[config.mk]
export PLATFORM = sky130hd
export DESIGN_NAME = keypad_status_cond
export DESIGN_NICKNAME = d
export VERILOG_FILES = /design/src/rtl/keypad_pkg.sv /design/src/rtl/keypad_sync.sv /design/src/rtl/keypad_filter.sv /design/src/rtl/keypad_format.sv /design/src/rtl/keypad_status_cond.sv
export SDC_FILE = /design/constraint.sdc
export NUM_CORES = 1
export LEC_CHECK = 0
export BUFFER_PORTS_ARGS = -buffer_cell sky130_fd_sc_hd__buf_2
export CORE_MARGIN = 2
export CORE_UTILIZATION = 45
export DETAILED_ROUTE_END_ITERATION = 10
export PLACE_DENSITY = 0.75
export SLEW_MARGIN = 20
export SYNTH_ARGS = -nofsm -noshare
export SYNTH_HDL_FRONTEND = slang
export SYNTH_SLANG_ARGS = --single-unit
export TNS_END_PERCENT = 10
[constraint.sdc]
create_clock -name clk -period 0.8 [get_ports clk]
set_input_delay 0.2 -clock clk [delete_from_list [all_inputs] [get_ports clk]]
set_output_delay 0.2 -clock clk [all_outputs]
set_load 0.02 [all_outputs]
[src/rtl/keypad_pkg.sv]
package keypad_pkg;

    localparam int KEY_W       = 10;
    localparam int REG_W       = 16;
    localparam int PAD_W       = REG_W - KEY_W;
    localparam int NUM_PAIRS   = 2;
    localparam int DIR_BASE    = 4;
    localparam int SYNC_STAGES = 2;

    typedef logic [KEY_W-1:0] key_vec_t;

    typedef struct packed {
        logic [PAD_W-1:0] pad;
        key_vec_t         keys_n;
    } status_word_t;

    localparam key_vec_t IDLE_MASK = {KEY_W{1'b1}};

    // low bit of opposing pair p: pair 0 = right/left, pair 1 = up/down
    function automatic int pair_lo(input int p);
        return DIR_BASE + 2 * p;
    endfunction

    function automatic key_vec_t dir_mask();
        key_vec_t m;
        m = '0;
        for (int p = 0; p < NUM_PAIRS; p++) begin
            m[pair_lo(p)]     = 1'b1;
            m[pair_lo(p) + 1] = 1'b1;
        end
        return m;
    endfunction

endpackage

[src/rtl/keypad_sync.sv]
module keypad_sync
    import keypad_pkg::*;
#(
    parameter int STAGES = SYNC_STAGES
) (
    input  logic     clk,
    input  logic     rst,
    input  key_vec_t din,
    output key_vec_t dout
);

    key_vec_t stage_q [STAGES];
    logic     seen_clk_q;

    always_ff @(posedge clk) begin
        if (rst) seen_clk_q <= 1'b0;
        else     seen_clk_q <= 1'b1;
    end

    always_ff @(posedge clk) begin
        if (rst) stage_q[0] <= '0;
        else     stage_q[0] <= din;
    end

    // first stage takes the raw input on each edge
    a_r3_first_stage: assert property (@(posedge clk) disable iff (rst)
        seen_clk_q |-> stage_q[0] == $past(din));

    for (genvar i = 1; i < STAGES; i++) begin : g_chain
        always_ff @(posedge clk) begin
            if (rst) stage_q[i] <= '0;
            else     stage_q[i] <= stage_q[i-1];
        end

        // each later stage holds the previous stage one clock later
        a_r3_chain: assert property (@(posedge clk) disable iff (rst)
            seen_clk_q |-> stage_q[i] == $past(stage_q[i-1]));
    end

    assign dout = stage_q[STAGES-1];

endmodule

[src/rtl/keypad_filter.sv]
module keypad_filter
    import keypad_pkg::*;
(
    input  logic     clk,
    input  logic     rst,
    input  key_vec_t held_in,
    input  logic     allow_opposing,
    output key_vec_t held_out
);

    localparam key_vec_t DIRS = dir_mask();

    always_comb begin
        held_out = held_in;
        if (!allow_opposing) begin
            for (int p = 0; p < NUM_PAIRS; p++) begin
                if (held_in[pair_lo(p)] && held_in[pair_lo(p) + 1]) begin
                    held_out[pair_lo(p)]     = 1'b0;
                    held_out[pair_lo(p) + 1] = 1'b0;
                end
            end
        end
    end

    // with the filter on, no pair leaves with both keys held
    a_r4_r5_no_opposing: assert property (@(posedge clk) disable iff (rst)
        !allow_opposing |-> !(held_out[4] && held_out[5]) && !(held_out[6] && held_out[7]));

    // with the filter off, the mask passes unchanged
    a_r6_transparent: assert property (@(posedge clk) disable iff (rst)
        allow_opposing |-> held_out == held_in);

    // non-direction keys are never touched
    a_r7_fixed_keys: assert property (@(posedge clk) disable iff (rst)
        (held_out & ~DIRS) == (held_in & ~DIRS));

    // a lone direction key in the right/left pair survives
    a_r9_single_kept: assert property (@(posedge clk) disable iff (rst)
        !(held_in[4] && held_in[5]) |-> held_out[5:4] == held_in[5:4]);

endmodule

[src/rtl/keypad_format.sv]
module keypad_format
    import keypad_pkg::*;
(
    input  key_vec_t     held,
    output status_word_t word
);

    always_comb begin
        word.pad    = '0;
        word.keys_n = held ^ IDLE_MASK;
    end

endmodule

[src/rtl/keypad_status_cond.sv]
module keypad_status_cond
    import keypad_pkg::*;
(
    input  logic              clk,
    input  logic              rst,
    input  logic [KEY_W-1:0]  keys_raw,
    input  logic              allow_opposing,
    output logic [REG_W-1:0]  rd_data
);

    key_vec_t     synced;
    key_vec_t     filtered;
    status_word_t word;

    keypad_sync #(.STAGES(SYNC_STAGES)) u_sync (
        .clk  (clk),
        .rst  (rst),
        .din  (keys_raw),
        .dout (synced)
    );

    keypad_filter u_filter (
        .clk            (clk),
        .rst            (rst),
        .held_in        (synced),
        .allow_opposing (allow_opposing),
        .held_out       (filtered)
    );

    keypad_format u_format (
        .held (filtered),
        .word (word)
    );

    assign rd_data = word;

endmodule

# After elaboration in Yosys (flattened, before gate mapping)
# Memory sizes are Yosys's and may differ from the RTL's.
# Cells that the tools add are included.
op_classes:
  bitwise: 3
  n_reduce_logical: 2
  n_mux: 8
ops:
  columns: ["operator", "n"]
  rows:
  - ["10-bit two-way mux", 2]
  - ["10-bit NOT", 1]
  - ["2-bit two-way mux", 2]
  - ["4-bit two-way mux", 1]
  - ["1-bit two-way mux", 3]
  - ["1-bit logical AND", 2]
  - ["1-bit bitwise OR", 2]
totals:
  in_bits: 13
  n_memories: 1
  output_inout_bits: 16
  ramBits: 20
  ff_bits: 0
  wordCells: 14
memory_table:
  columns: ["memory", "depth", "word_bits", "rd", "rd_clocked_by_memory_dff", "write_ports", "line_no", "rtl"]
  rows:
  - ["u_sync.stage_q", 2, 10, 2, 0, 2, "keypad_sync.sv:12", "key_vec_t stage_q [STAGES];"]

# Depth between registers and ports, before layout
# Gate-level depths: netlist (run 1).
# An unclocked memory read counts as a cell.
logic_depth:
  word_depth: 5
  mapped_depth: 2
  ltp_nobuf: 2

# Cells and area by module
# A second synthesis (run 1) with hierarchy kept.
unflattened:
  hier_cells: 70
  hier_area_um2: 787.0
by_module_without_submodules:
  columns: ["module", "instances", "seq_area_each_um2", "area_each_um2", "cells_per_inst"]
  rows:
  - ["keypad_sync", 1, 400.4, 618.1, 42]
  - ["keypad_format", 1, 0.0, 86.3, 17]
  - ["keypad_filter", 1, 0.0, 82.6, 11]

# Worst setup path before layout (run 1)
# Ideal clock, no wire load.
synth_path:
  path_type: "register -> output"
  start: "mem u_sync.stage_q[1][7] (netlist name)"
  end: "out rd_data[6]"
  slack_ns: -0.219
  stages_incl_launch_ff: 3
  arrival_time_ns: 0.819
  required_time_ns: 0.600
  path_buffers: 0
  path_cell_list: "dfxtp_1 -> inv_1 -> o21ai_0"
synth_rtl:
  columns: ["element", "line_no", "rtl"]
  rows:
  - ["start: declaration", "keypad_sync.sv:12", null]
  - ["end: declaration", "keypad_status_cond.sv:8", "output logic [REG_W-1:0] rd_data"]

==> run_results.csv, run 1 <==
group,metric,value,unit
final_layout,fin_nets,103,
yosys,seq_area_frac_synth,55.3,%
grt,grt_max_degree,12,
floorplan,die_x,44.1,um
final_layout,largest_reg_flops,20,
placement,post_dp_cell_area,846,um^2
job,drv_cap,0,
min_path,min_path_type,"in2reg",
clock_network,clock_latency,0.29,ns
power_and_ir_drop,power_density,1930,nW/um^2
yosys,ys_async_sr_fraction,0,%
yosys,synth-seq-cells,20,
sta,hold_violations,0,
sta,rsz0062_at_grt,"yes",
clock_network,path_clk_slew,0.10,ns
routing,first_pass_iters,2,
final_layout,largestRegisters,"u_sync.stage_q x20",
sta,period_share,140,%
yosys,synthesis.area,724,um^2
placement,portBuffers,22,
sta,worst_slack,-0.322,ns
routing,drtIter0Drc,3,
run_status,violations,"negative setup slack",
routing,vias_per_cell,4.07,
worst_setup_path,worstPathArrival,0.92,ns
clock_network,clockBufferDepth,2,
sta,drv_slew,0,
final_layout,regMostFlops,"u_sync.stage_q",
sta,finalClockSkew,0.00133,ns
final_layout,design_area,957,um^2
floorplan,die_h,44.1,um
clock_network,root_buffer,"clkbuf_4",
grt,grt_pass1_wl,1450,um
power_and_ir_drop,leakagePower,0.422,nW
clock_network,numCtsBuffers,3,
yosys,synth_edf_count,0,
clock_network,cts_tree,"yes",
yosys,ys_top_cells_by_area,"dfxtp_1, nor2b_2, nor2b_4",
grt,grtUsageTotal,10.6,%
routing,routedWlPerCell,8.50,um
worst_setup_path,setup.worst_path.start,"u_sync.stage_q[1][7]",
grt,grt_pass1_vias,385,
placement,gp_congestion,0.573,
grt,gr-total-overflow,0,
floorplan,start_util,48.1,%
routing,postRouteAntennaNets,0,
routing,drc,0,
run_status,status,"finished, violations left",
sta,fmax,891,MHz
yosys,synth_ff_type,"dfxtp_1",
worst_setup_path,required,0.60,ns
routing,routed-wl-met2,479,um
placement,dp_hpwl,676,um
floorplan,ios,29,
floorplan,die_area,1950,um^2
final_layout,diodes,0,
yosys,synth_top_area_share,55.3,%
routing,highest_layer,"met3",
routing,routed_wl,892,um
clock_network,holdBufCountCts,0,
sta,setup_viol,10,
clock_network,h-tree-depth,1,
worst_setup_path,worstReg2RegStart,"u_sync.stage_q[0][4]",
placement,pre_cts_ws,-0.0369,ns
final_layout,drive_gt1_share,71.9,%
yosys,syn_avg_cell_area,11.5,um^2
worst_setup_path,start_kind,"register",
final_layout,multiInputGateArea,245,um^2
worst_setup_path,criticalPathCategory,"reg2out",
yosys,synthCells,63,
routing,met1_length,316,um
floorplan,core,1510,um^2
routing,vias,427,
min_path,min_from,"keys_raw[9]",
final_layout,seq_area,409,um^2
power_and_ir_drop,p_total,0.00185,W
yosys,synth_top_cells_by_count,"dfxtp_1, nor2b_2, inv_1",
routing,met3_length,97,um
floorplan,rows,14,
yosys,synth.distinct_cells,8,
yosys,yosysTopAreaCell,"dfxtp_1",
worst_setup_path,end_kind,"output port",
clock_network,numClockSinks,20,
sta,min_period,1.12,ns
final_layout,fill_cells,124,
yosys,yosys_warnings,0,
power_and_ir_drop,ir_worst_vdd,1.05,mV
grt,antenna_found_initial,0,
worst_setup_path,path_max_fanout,2,
final_layout,area_growth,32.1,%
yosys,yosysMostFrequentCell,"dfxtp_1",
## per-layer routing
metal | up-vias | global-route usage (%)
met3 | 0 | 4.49
li1 | 221 | -
met4 | 0 | 7.27
met5 | - | 0
met1 | 184 | 11.0
met2 | 22 | 17.4
## per-stage QoR
step	hold slack, ns	utilization (%)	setup TNS, ns	instances
2_1_floorplan	0.329	-	-0.245	68
3_3_place_gp	0.409	56.1	-0.0114	100
3_5_place_dp	0.414	56.1	-0.113	100
4_1_cts	0.0993	60.9	-2.54	104
5_1_grt	0.0797	63.5	-2.86	105
6_report	0.111	63.5	-2.29	105
## where the power goes
part           switching (W)  internal [W]  leakage, nW
Sequential         0.0000137       0.00104        0.168
Combinational       0.000114      0.000125        0.233
Clock               0.000276      0.000277       0.0210
Total               0.000404       0.00145        0.422
## cell type report
type / count / area share, %
flip-flops and latches: 20 / 42.7
well taps: 16 / 2.09
multi-input cells: 30 / 25.6
inverters: 10 / 3.92
repair buffers: 25 / 21.8
clock buffers: 4 / 3.79
## path summary, 6_finish.rpt
kind                     endpoint  slack (ns)  cells past startpoint
max                    rd_data[6]       -0.32                      3
min          u_sync.stage_q[0][9]        0.11                      2
max reg2reg  u_sync.stage_q[1][4]        0.26                      1
min reg2reg  u_sync.stage_q[1][1]        0.44                      1
## cells in the final DEF, fill, tap and decap left out, drive strengths merged
master  synthesis  routed
buf             8      25
conb            1       6
inv            10      10
o21ai           4       4
nor2b          20      20
dfxtp          20      20
clkbuf          0       4
## logic make-up (layout without fill, tap and decap cells)
family	count (synthesis)	after routing	share of synthesized area (%)
simple gates	20	20	26.9
buf+inv	18	39	14.5
flops	20	20	55.3
compound gates	4	4	2.76
other cells	1	6	0.518
## critical path, cell delays in order (launching register included)
cell	delay [ns]
dfxtp_2	0.36
inv_2	0.03
o21ai_1	0.10
buf_4	0.15
## what timing repair did
item                                    CTS  global route
buffers inserted                          0             1
endpoints found under the setup margin   10            10
resized for setup                        17            15
pin swaps                                 2             1
(Power assumes the default switching activity.)
==> run 2: changes to the inputs <==
REMOVE_ABC_BUFFERS = 1   (was unset)
TNS_END_PERCENT = 100   (was 10)
==> run 2 against run 1 <==
Net effect: the run still ends with negative setup slack left; utilization shrank 3.1 points; critical path depth is the same; clock skew fell by 0.0011 ns; global-route usage barely moved; setup slack worse by 0.0052 ns; critical path type unchanged; critical endpoint is now rd_data[5]; largest cell class unchanged.
==> run_results.csv, run 2 (same netlist as run 1, synthesis figures left out) <==
group,metric,value,unit
routing,routedWlPerCell,8.70,um
power_and_ir_drop,ir_worst_vdd,1.18,mV
clock_network,clock_latency,0.28,ns
placement,pre_cts_ws,-0.0734,ns
floorplan,ios,29,
worst_setup_path,end_kind,"output port",
final_layout,drive_gt1_share,68.6,%
final_layout,regMostFlops,"u_sync.stage_q",
routing,first_pass_iters,2,
final_layout,largestRegisters,"u_sync.stage_q x20",
clock_network,path_clk_slew,0.10,ns
routing,vias,426,
final_layout,fin_nets,101,
clock_network,holdBufCountCts,0,
clock_network,clockBufferDepth,2,
routing,routed_wl,887,um
grt,grt_max_degree,19,
routing,drc,0,
floorplan,start_util,48.1,%
clock_network,numClockSinks,20,
floorplan,core,1510,um^2
placement,gp_congestion,0.625,
worst_setup_path,start_kind,"register",
final_layout,design_area,911,um^2
final_layout,area_growth,25.7,%
clock_network,post-cts-setup-buffers,0,
sta,rsz0062_at_grt,"yes",
grt,grt_pass1_wl,1470,um
worst_setup_path,critPathMaxStageDelay,0.35,ns
final_layout,fin_cells,102,
grt,gr-total-overflow,0,
job,drv_cap,0,
placement,portBuffers,22,
worst_setup_path,cp_slowest_cell,"dfxtp_2",
sta,drv_slew,0,
grt,antenna_found_initial,0,
final_layout,final_cell_mix,"nor2b_2, dfxtp_1, buf_2",
placement,placedCellCount,99,
sta,hold_slack,0.111,ns
clock_network,h-tree-depth,1,
floorplan,rows,14,
routing,postRouteAntennaNets,0,
run_status,violations,"negative setup slack",
worst_setup_path,path_buf_inv,2,
placement,dp_hpwl,646,um
sta,min_period,1.13,ns
floorplan,die_h,44.1,um
worst_setup_path,criticalPathCategory,"reg2out",
floorplan,die_area,1950,um^2
final_layout,diodes,0,
worst_setup_path,path_cells,"inv_2, o21ai_1, buf_4",
final_layout,finish.utilization,60.5,%
sta,setup_viol,10,
floorplan,die_x,44.1,um
worst_setup_path,worstPathArrival,0.93,ns
sta,worst_slack,-0.327,ns
clock_network,root_buffer,"clkbuf_4",
power_and_ir_drop,power_density,1880,nW/um^2
grt,grtUsageTotal,10.6,%
sta,period_share,141,%
worst_setup_path,required,0.60,ns
worst_setup_path,critPathTopFamily,"flip-flops",
final_layout,largest_reg_flops,20,
routing,vias_per_cell,4.18,
worst_setup_path,path_max_fanout,2,
run_status,status,"finished, violations left",
sta,hold_violations,0,
power_and_ir_drop,leakagePower,0.399,nW
placement,post_dp_cell_area,826,um^2
clock_network,cts_tree,"yes",
clock_network,numCtsBuffers,3,
min_path,min_path_type,"in2reg",
sta,fmax,887,MHz
grt,grt_pass1_vias,413,
routing,drtIter0Drc,2,
sta,finalClockSkew,0.000258,ns
final_layout,final_common_cell,"nor2b_2",
-- run 2: cell types whose count changed in the layout (fill, tap and decap cells not counted), sizes merged --
cell	before	now
buf	25	23
clkbuf	4	3
-- run 2: final timing paths --
| check | startpoint | to | slack [ns] | cells after the start |
|---|---|---|---|---|
| setup / recovery | u_sync.stage_q[1][4] | rd_data[5] | -0.33 | 3 |
| setup reg to reg | u_sync.stage_q[0][7] | u_sync.stage_q[1][7] | 0.26 | 1 |
| hold / removal | keys_raw[8] | u_sync.stage_q[0][8] | 0.11 | 2 |
| hold reg to reg | u_sync.stage_q[0][8] | u_sync.stage_q[1][8] | 0.45 | 1 |
-- run 2: what timing repair did --
item	in CTS	in global routing
setup endpoints to repair	10	10
pin swaps	2	1
gates resized for setup	26	8
-- run 2: layer usage --
metal / routed length (um) / global-route usage (%) / part of all wire (%)
met3: 68 / 2.45 / 7.7
met5: 0 / 0 / 0
met2: 481 / 19.4 / 54
met4: 0 / 7.27 / 0
met1: 337 / 10.5 / 38
-- run 2: layout make-up --
type,instances,area (um^2)
flip-flops and latches,20,408
repair buffers,23,181
fillers,132,596
multi-input cells,30,241
inverters,10,37.5
clock buffers,3,22.5
well taps,16,20.0
-- run 2: report_power, final --
group	total (W)	internal [W]	leakage, nW	switching (W)
logic	0.000223	0.000112	0.218	0.000111
clock network	0.000434	0.000175	0.0138	0.000259
registers	0.00106	0.00104	0.168	0.0000138
-- run 2: stage by stage --
stage | setup TNS [ns] | total power, W
after floorplan | -0.851 | 0.00118
after global placement | -0.103 | 0.00127
after detailed placement | -0.230 | 0.00127
after CTS | -2.43 | 0.00174
after global routing | -2.73 | 0.00180
final | -2.24 | 0.00172
